===== config.mk =====
export PLATFORM = sky130hd
export DESIGN_NAME = hostbus_slave
export DESIGN_NICKNAME = d
export VERILOG_FILES = /design/src/rtl/hb_pkg.sv /design/src/rtl/hb_sync.sv /design/src/rtl/hb_regfile.sv /design/src/rtl/hb_fsm.sv /design/src/rtl/hostbus_slave.sv
export SDC_FILE = /design/constraint.sdc
export NUM_CORES = 1
export LEC_CHECK = 0
export CAP_MARGIN = 20
export CELL_PAD_IN_SITES_DETAIL_PLACEMENT = 1
export CELL_PAD_IN_SITES_GLOBAL_PLACEMENT = 2
export CORE_MARGIN = 8
export CORE_UTILIZATION = 49
export CTS_CLUSTER_DIAMETER = 120
export DETAILED_ROUTE_END_ITERATION = 8
export HOLD_SLACK_MARGIN = 0.06
export PLACE_DENSITY = 0.95
export SETUP_SLACK_MARGIN = 0.02
export SLEW_MARGIN = 15
export SYNTH_ARGS = -nofsm -noshare
export SYNTH_HDL_FRONTEND = slang
export SYNTH_HIERARCHICAL = 1
export SYNTH_SLANG_ARGS = --single-unit

===== constraint.sdc =====
create_clock -name clk -period 6.4 [get_ports clk]
set_input_delay 0.64 -clock clk [delete_from_list [all_inputs] [get_ports clk]]
set_output_delay 0.64 -clock clk [all_outputs]
set_load 0.02 [all_outputs]

===== src/rtl/hb_pkg.sv =====
package hb_pkg;
    typedef enum logic [1:0] {
        ST_IDLE = 2'd0,
        ST_WAIT = 2'd1,
        ST_DONE = 2'd2
    } hb_state_e;

    localparam int MODE_DSTROBE_BIT = 1;
    localparam int MODE_MUXED_BIT   = 0;
endpackage


===== src/rtl/hb_sync.sv =====
module hb_sync #(
    parameter int             W   = 1,
    parameter logic [W-1:0]   RST = '0
) (
    input  logic         clk,
    input  logic         rst_n,
    input  logic [W-1:0] d,
    output logic [W-1:0] q
);
    logic [W-1:0] stage1;

    always_ff @(posedge clk or negedge rst_n) begin
        if (!rst_n) begin
            stage1 <= RST;
            q      <= RST;
        end else begin
            stage1 <= d;
            q      <= stage1;
        end
    end
endmodule


===== src/rtl/hb_regfile.sv =====
module hb_regfile #(
    parameter int AW = 5,
    parameter int DW = 8
) (
    input  logic          clk,
    input  logic          rst_n,
    input  logic          we,
    input  logic [AW-1:0] addr,
    input  logic [DW-1:0] wdata,
    output logic [DW-1:0] rdata
);
    localparam int DEPTH = 1 << AW;

    logic [DW-1:0] mem [DEPTH];

    generate
        for (genvar g = 0; g < DEPTH; g++) begin : g_reg
            always_ff @(posedge clk or negedge rst_n) begin
                if (!rst_n)
                    mem[g] <= '0;
                else if (we && (addr == AW'(g)))
                    mem[g] <= wdata;
            end
        end
    endgenerate

    assign rdata = mem[addr];
endmodule


===== src/rtl/hb_fsm.sv =====
module hb_fsm
    import hb_pkg::*;
#(
    parameter int AW       = 5,
    parameter int DW       = 8,
    parameter int WAIT_CYC = 2
) (
    input  logic          clk,
    input  logic          rst_n,
    input  logic          dstrobe_mode,
    input  logic          muxed_mode,
    input  logic          cs_s_n,
    input  logic          rd_s_n,
    input  logic          wr_s_n,
    input  logic          ds_s_n,
    input  logic          rw_s,
    input  logic          ale_s,
    input  logic [AW-1:0] addr_s,
    input  logic [DW-1:0] bus_s,
    output logic          we,
    output logic [AW-1:0] addr_q,
    output logic          rdy,
    output logic          ack_n,
    output logic          oe
);
    localparam int CW = $clog2(WAIT_CYC + 1);
    localparam logic [CW-1:0] CNT_LAST = CW'(WAIT_CYC - 1);

    hb_state_e     state, state_nx;
    logic [CW-1:0] cnt;
    logic          read_q;
    logic          ale_d;
    logic          strb;
    logic          rd_now;

    assign strb   = !cs_s_n && (dstrobe_mode ? !ds_s_n : (!rd_s_n || !wr_s_n));
    assign rd_now = dstrobe_mode ? rw_s : !rd_s_n;

    // next-state logic
    always_comb begin
        state_nx = state;
        unique case (state)
            ST_IDLE: if (strb) state_nx = ST_WAIT;
            ST_WAIT: begin
                if (!strb)                 state_nx = ST_IDLE;
                else if (cnt == CNT_LAST)  state_nx = ST_DONE;
            end
            ST_DONE: if (!strb) state_nx = ST_IDLE;
            default: state_nx = ST_IDLE;
        endcase
    end

    // state register plus per-access bookkeeping
    always_ff @(posedge clk or negedge rst_n) begin
        if (!rst_n) begin
            state  <= ST_IDLE;
            cnt    <= '0;
            read_q <= 1'b0;
            addr_q <= '0;
            ale_d  <= 1'b0;
        end else begin
            state <= state_nx;
            ale_d <= ale_s;
            if (state == ST_IDLE && strb) begin
                cnt    <= '0;
                read_q <= rd_now;
                if (!muxed_mode)
                    addr_q <= addr_s;
            end else if (state == ST_WAIT) begin
                cnt <= cnt + 1'b1;
            end
            if (muxed_mode && ale_d && !ale_s)
                addr_q <= bus_s[AW-1:0];
        end
    end

    // outputs decoded from state
    always_comb begin
        rdy   = 1'b1;
        ack_n = 1'b1;
        oe    = 1'b0;
        we    = 1'b0;
        unique case (state)
            ST_IDLE: ;
            ST_WAIT: begin
                rdy = dstrobe_mode;
                oe  = read_q && strb;
                we  = !read_q && !strb;
            end
            ST_DONE: begin
                ack_n = !dstrobe_mode;
                oe    = read_q && strb;
                we    = !read_q && !strb;
            end
            default: ;
        endcase
    end
endmodule


===== src/rtl/hostbus_slave.sv =====
module hostbus_slave
    import hb_pkg::*;
#(
    parameter int AW       = 5,
    parameter int DW       = 8,
    parameter int WAIT_CYC = 2
) (
    input  logic          clk,
    input  logic          rst_n,
    input  logic [1:0]    bus_mode,
    input  logic          cs_n,
    input  logic          rd_n,
    input  logic          wr_n,
    input  logic          ds_n,
    input  logic          rw,
    input  logic          ale,
    input  logic [AW-1:0] addr_i,
    input  logic [DW-1:0] bus_i,
    output logic [DW-1:0] bus_o,
    output logic          bus_oe,
    output logic          rdy,
    output logic          ack_n
);
    localparam int NCTL = 6;
    localparam logic [NCTL-1:0] CTL_RST = 6'b111110;

    logic [NCTL-1:0] ctl_s;
    logic [AW-1:0]   addr_s;
    logic [DW-1:0]   bus_s;
    logic            we;
    logic [AW-1:0]   addr_q;

    hb_sync #(.W(NCTL), .RST(CTL_RST)) u_ctl_sync (
        .clk(clk), .rst_n(rst_n),
        .d({cs_n, rd_n, wr_n, ds_n, rw, ale}), .q(ctl_s)
    );

    hb_sync #(.W(AW), .RST('0)) u_addr_sync (
        .clk(clk), .rst_n(rst_n), .d(addr_i), .q(addr_s)
    );

    hb_sync #(.W(DW), .RST('0)) u_bus_sync (
        .clk(clk), .rst_n(rst_n), .d(bus_i), .q(bus_s)
    );

    hb_fsm #(.AW(AW), .DW(DW), .WAIT_CYC(WAIT_CYC)) u_fsm (
        .clk(clk), .rst_n(rst_n),
        .dstrobe_mode(bus_mode[MODE_DSTROBE_BIT]),
        .muxed_mode(bus_mode[MODE_MUXED_BIT]),
        .cs_s_n(ctl_s[5]), .rd_s_n(ctl_s[4]), .wr_s_n(ctl_s[3]),
        .ds_s_n(ctl_s[2]), .rw_s(ctl_s[1]), .ale_s(ctl_s[0]),
        .addr_s(addr_s), .bus_s(bus_s),
        .we(we), .addr_q(addr_q),
        .rdy(rdy), .ack_n(ack_n), .oe(bus_oe)
    );

    hb_regfile #(.AW(AW), .DW(DW)) u_regs (
        .clk(clk), .rst_n(rst_n), .we(we), .addr(addr_q),
        .wdata(bus_s), .rdata(bus_o)
    );
endmodule


==> summary.md <==
| Metric | Value |
|---|---|
| Reg2reg setup slack | 3140 ps |
| Total net switching power | 2.14 mW |
| Fmax | 223 MHz |
| CTS tree | yes |
| TritonRoute pass-1 iters | 4 |
| Final wirelength | 34.9 mm |
| Die width | 183 µm |
| CTS Buffer Depth | 3 |
| H-tree levels | 1 |
| Final setup fails | 0 |
| Port Buffers | 33 |
| Share of cells above drive strength 1 | 42.9% |
| Sequential area share after synthesis | 56.1% |
| R2R depth | 5 |
| Drt wl/cell | 25.9 µm |
| Final instance area | 15,300 µm² |
| Final Cycle Share | 70.2% |
| RSZ-0062 raised after global routing | no |
| Fin cells | 1,348 |
| Nets | 972 |
| Fin. max-slew vios | 0 |
| Critical Path Fanout Max | 25 |
| Leakage | 7.05 nW |
| Synthesized net count | 955 |
| DRC | 0 |
| Clock skew | 17.0 ps |
| Ys flop type | dfrtp_1 |
| Startpoint Class | flop |
| Die ar. | 33,400 µm² |
| Slew margin rel. | 23.9% |
| Status | finished clean |
| Syn Area/Cell | 14.7 µm² |
| Hold Buf Count CTS | 0 |
| Initial DRC count | 564 |
| Max-cap violations | 0 |
| GR Util All Layers | 21.5% |
| P&R area growth vs syn | 12.3% |
| Row Count | 61 |
| Placed cells | 1,289 |
| Synth warnings | 6 |
| Via count | 7,997 |
| Worst-margin pin slew | 1140 ps |
| CTS root buf | clkbuf_16 |
| Antenna violations before repair | 0 |
| Net Sw Frac | 31.8% |
| Post-DP Area | 14,300 µm² |
| Seq. cell area | 7650 µm² |
| FF-to-FF End | u_regs/mem[198] |
| Netlist cell types | 56 |
| FFs w/ async S/R, synth | 100% |
| WP data required | 5760 ps |
| EDFF count, synth | 0 |
| Synth Instances | 928 |
| Post-route minimum period | 4490 ps |
| Worst skew pair latency | 560 ps |
| CTS sink count | 305 |
| Resized cells post-CTS | 0 |
| Placeable Area | 27,600 µm² |
| Worst r2r src | u_fsm/addr_q[1] |
| Final Hold Viols | 0 |
| Chip height | 183 µm |
| Worst setup EP type | primary output |
| Initial core utilization | 49.4% |
| Final Wtd Congestion | 0.817 |
| Area of the multi-input gates | 5640 µm² |
| Setup TNS | 0 ps |
| Hpwl dp | 21.6 mm |
| Worst Path Arrival | 3850 ps |
| Cts bufs inserted | 31 |
| Global route total overflow | 0 |
| Clock-pin slew on the worst setup and hold paths | 60 ps |
| Vias per cell | 5.93 |
| Worst min path class | input pin to async pin |
| Vias in the first global route | 9,013 |
| Logic pwr share | 29.6% |
| Crit Path Category | flop to primary output |
| Clock share of power | 26.2% |
| P per Cell Area | 440 nW/µm² |
| Power, Total | 6.73 mW |
| Post-Syn Area | 13,600 µm² |
| Number of fillers in the final layout | 2,591 |
| Largest net degree at the start of global routing | 198 |
| VDD IR-drop max | 0.000245 V |
| Share of total power in sequential cells | 44.2% |
| Register bit total from synthesis | 305 |
| Number of I/O pins | 34 |
| Detail Route Antenna Nets | 0 |
| Post-CTS setup buffer count | 0 |
| First-pass GRT wire length | 55.5 mm |
| Pint | 4.59 mW |
[stage by stage]
stage                     utilization [%]  setup WS (ps)  hold WS (ps)
final                                55.5           1910           136
after CTS                            55.4           1800           163
after floorplan                         -           3680           331
after global placement               51.6           2440           333
after detailed placement             51.8           2430           336
after global routing                 55.5           1670           194
[cell usage after synthesis, types with 2 or more instances]
cell | n | area share, %
nor3_2 | 2 | 0.15
mux2i_1 | 39 | 2.9
and2_1 | 6 | 0.28
and3_1 | 3 | 0.14
nand4_1 | 2 | 0.092
o21ai_0 | 2 | 0.074
a221oi_1 | 3 | 0.19
nand2_1 | 34 | 0.94
nor2_4 | 3 | 0.25
and3b_1 | 2 | 0.13
nor3b_1 | 2 | 0.11
a21oi_1 | 12 | 0.44
o22ai_1 | 4 | 0.18
ha_1 | 4 | 0.37
o211ai_1 | 4 | 0.22
nand2b_1 | 11 | 0.51
inv_1 | 6 | 0.17
dfstp_2 | 10 | 1.9
buf_4 | 12 | 0.66
mux2_2 | 274 | 23
mux2_1 | 2 | 0.17
a211oi_1 | 5 | 0.28
buf_2 | 15 | 0.55
nand3_1 | 5 | 0.18
a22oi_1 | 5 | 0.28
nand4b_1 | 2 | 0.13
a31oi_1 | 3 | 0.14
o22a_1 | 9 | 0.58
a2bb2oi_1 | 3 | 0.19
nor2b_1 | 9 | 0.41
or2_1 | 2 | 0.092
o221ai_1 | 4 | 0.26
clkbuf_1 | 34 | 0.94
nor2_2 | 11 | 0.51
dfrtp_1 | 295 | 54
nor2_1 | 27 | 0.74
a221o_1 | 5 | 0.37
o2111ai_1 | 3 | 0.19
mux4_2 | 37 | 6.1
[power groups by stage]
stage	clock network [mW]	logic (mW)	registers [mW]
after floorplan	0	1.54	2.75
after global placement	0	1.89	2.95
after detailed placement	0	1.97	2.99
after CTS	1.80	2.00	2.98
after global routing	1.87	2.13	3.05
final	1.76	1.99	2.98
[state kept, by name, summed over array words and instances (netlist names)]
| name | cells |
|---|---|
| u_ctl_sync/q | 6 |
| u_ctl_sync/stage1 | 6 |
| u_regs/mem | 256 |
| u_addr_sync/stage1 | 5 |
| u_fsm/cnt | 2 |
| u_bus_sync/q | 8 |
| u_fsm/addr_q | 5 |
| u_fsm/ale_d | 1 |
| u_fsm/state | 2 |
| u_fsm/read_q | 1 |
| u_addr_sync/q | 5 |
| u_bus_sync/stage1 | 8 |
[area by class of cell]
| class | instances | share of cell area [%] |
|---|---|---|
| Inverter | 7 | 0.172 |
| Clock inverter | 10 | 0.532 |
| Multi-Input combinational cell | 553 | 36.9 |
| Timing Repair Buffer | 47 | 3.27 |
| Tap cell | 378 | 3.09 |
| Antenna cell | 1 | 0.0164 |
| Clock buffer | 47 | 5.99 |
| Sequential cell | 305 | 50.0 |
[kinds of logic after synthesis]
group	count (synthesis)	synth area share, %
mux	352	31.8
flops	305	56.1
simple gates	130	5.46
buf+inv	70	2.45
compound gates	66	3.70
fa+ha+maj	4	0.368
xor+xnor	1	0.0643
[worst max-delay path by stage]
stage,from,endpoint,slack [ps],cells after the start
final,u_fsm/addr_q[0],bus_o[1],1910,7
after global routing,u_fsm/addr_q[0],bus_o[1],1670,7
after CTS,u_fsm/addr_q[0],bus_o[1],1800,7
after detailed placement,u_fsm/addr_q[0],bus_o[1],2430,7
after global placement,u_fsm/addr_q[0],bus_o[0],2440,7
after floorplan,bus_mode[1],u_regs/mem[128],3680,8
[placed cells by master, fill, tap and decap left out, types with 4 or more instances in the layout]
cell type        count
mux2_2             274
a22oi_1              5
clkinv_2             7
mux2i_1             39
dfstp_2             10
nor2_2              11
o22ai_1              4
clkdlybuf4s50_1     32
nand2_1             34
and2_1               6
a211oi_1             5
nand3_1              5
mux4_2              37
o211ai_1             4
nor2_1              27
inv_1                6
ha_1                 4
a221o_1              5
clkbuf_1             8
clkbuf_16           31
dfrtp_1            291
nand2b_1            11
o221ai_1             4
o22a_1               9
a21oi_1             12
nor2b_1              9
clkbuf_8             8
buf_4               10
[worst max-delay path, cell delays in order (launching register included)]
cell	delay, ps
dfrtp_1	770
buf_4	440
nand2b_1	430
o22a_1	350
o221ai_1	270
o22ai_1	130
nor2_1	220
clkdlybuf4s50_1	660
[per-layer routing]
layer / GRT usage, % / vias to the layer above / wire length [µm]
met1: 28.8 / 4308 / 15000
met3: 2.96 / 75 / 1550
met2: 35.5 / 187 / 17300
met4: 7.35 / 0 / 1120
met5: 0 / - / 0
li1: - / 3427 / -
Power figures use the tool's default switching activity.
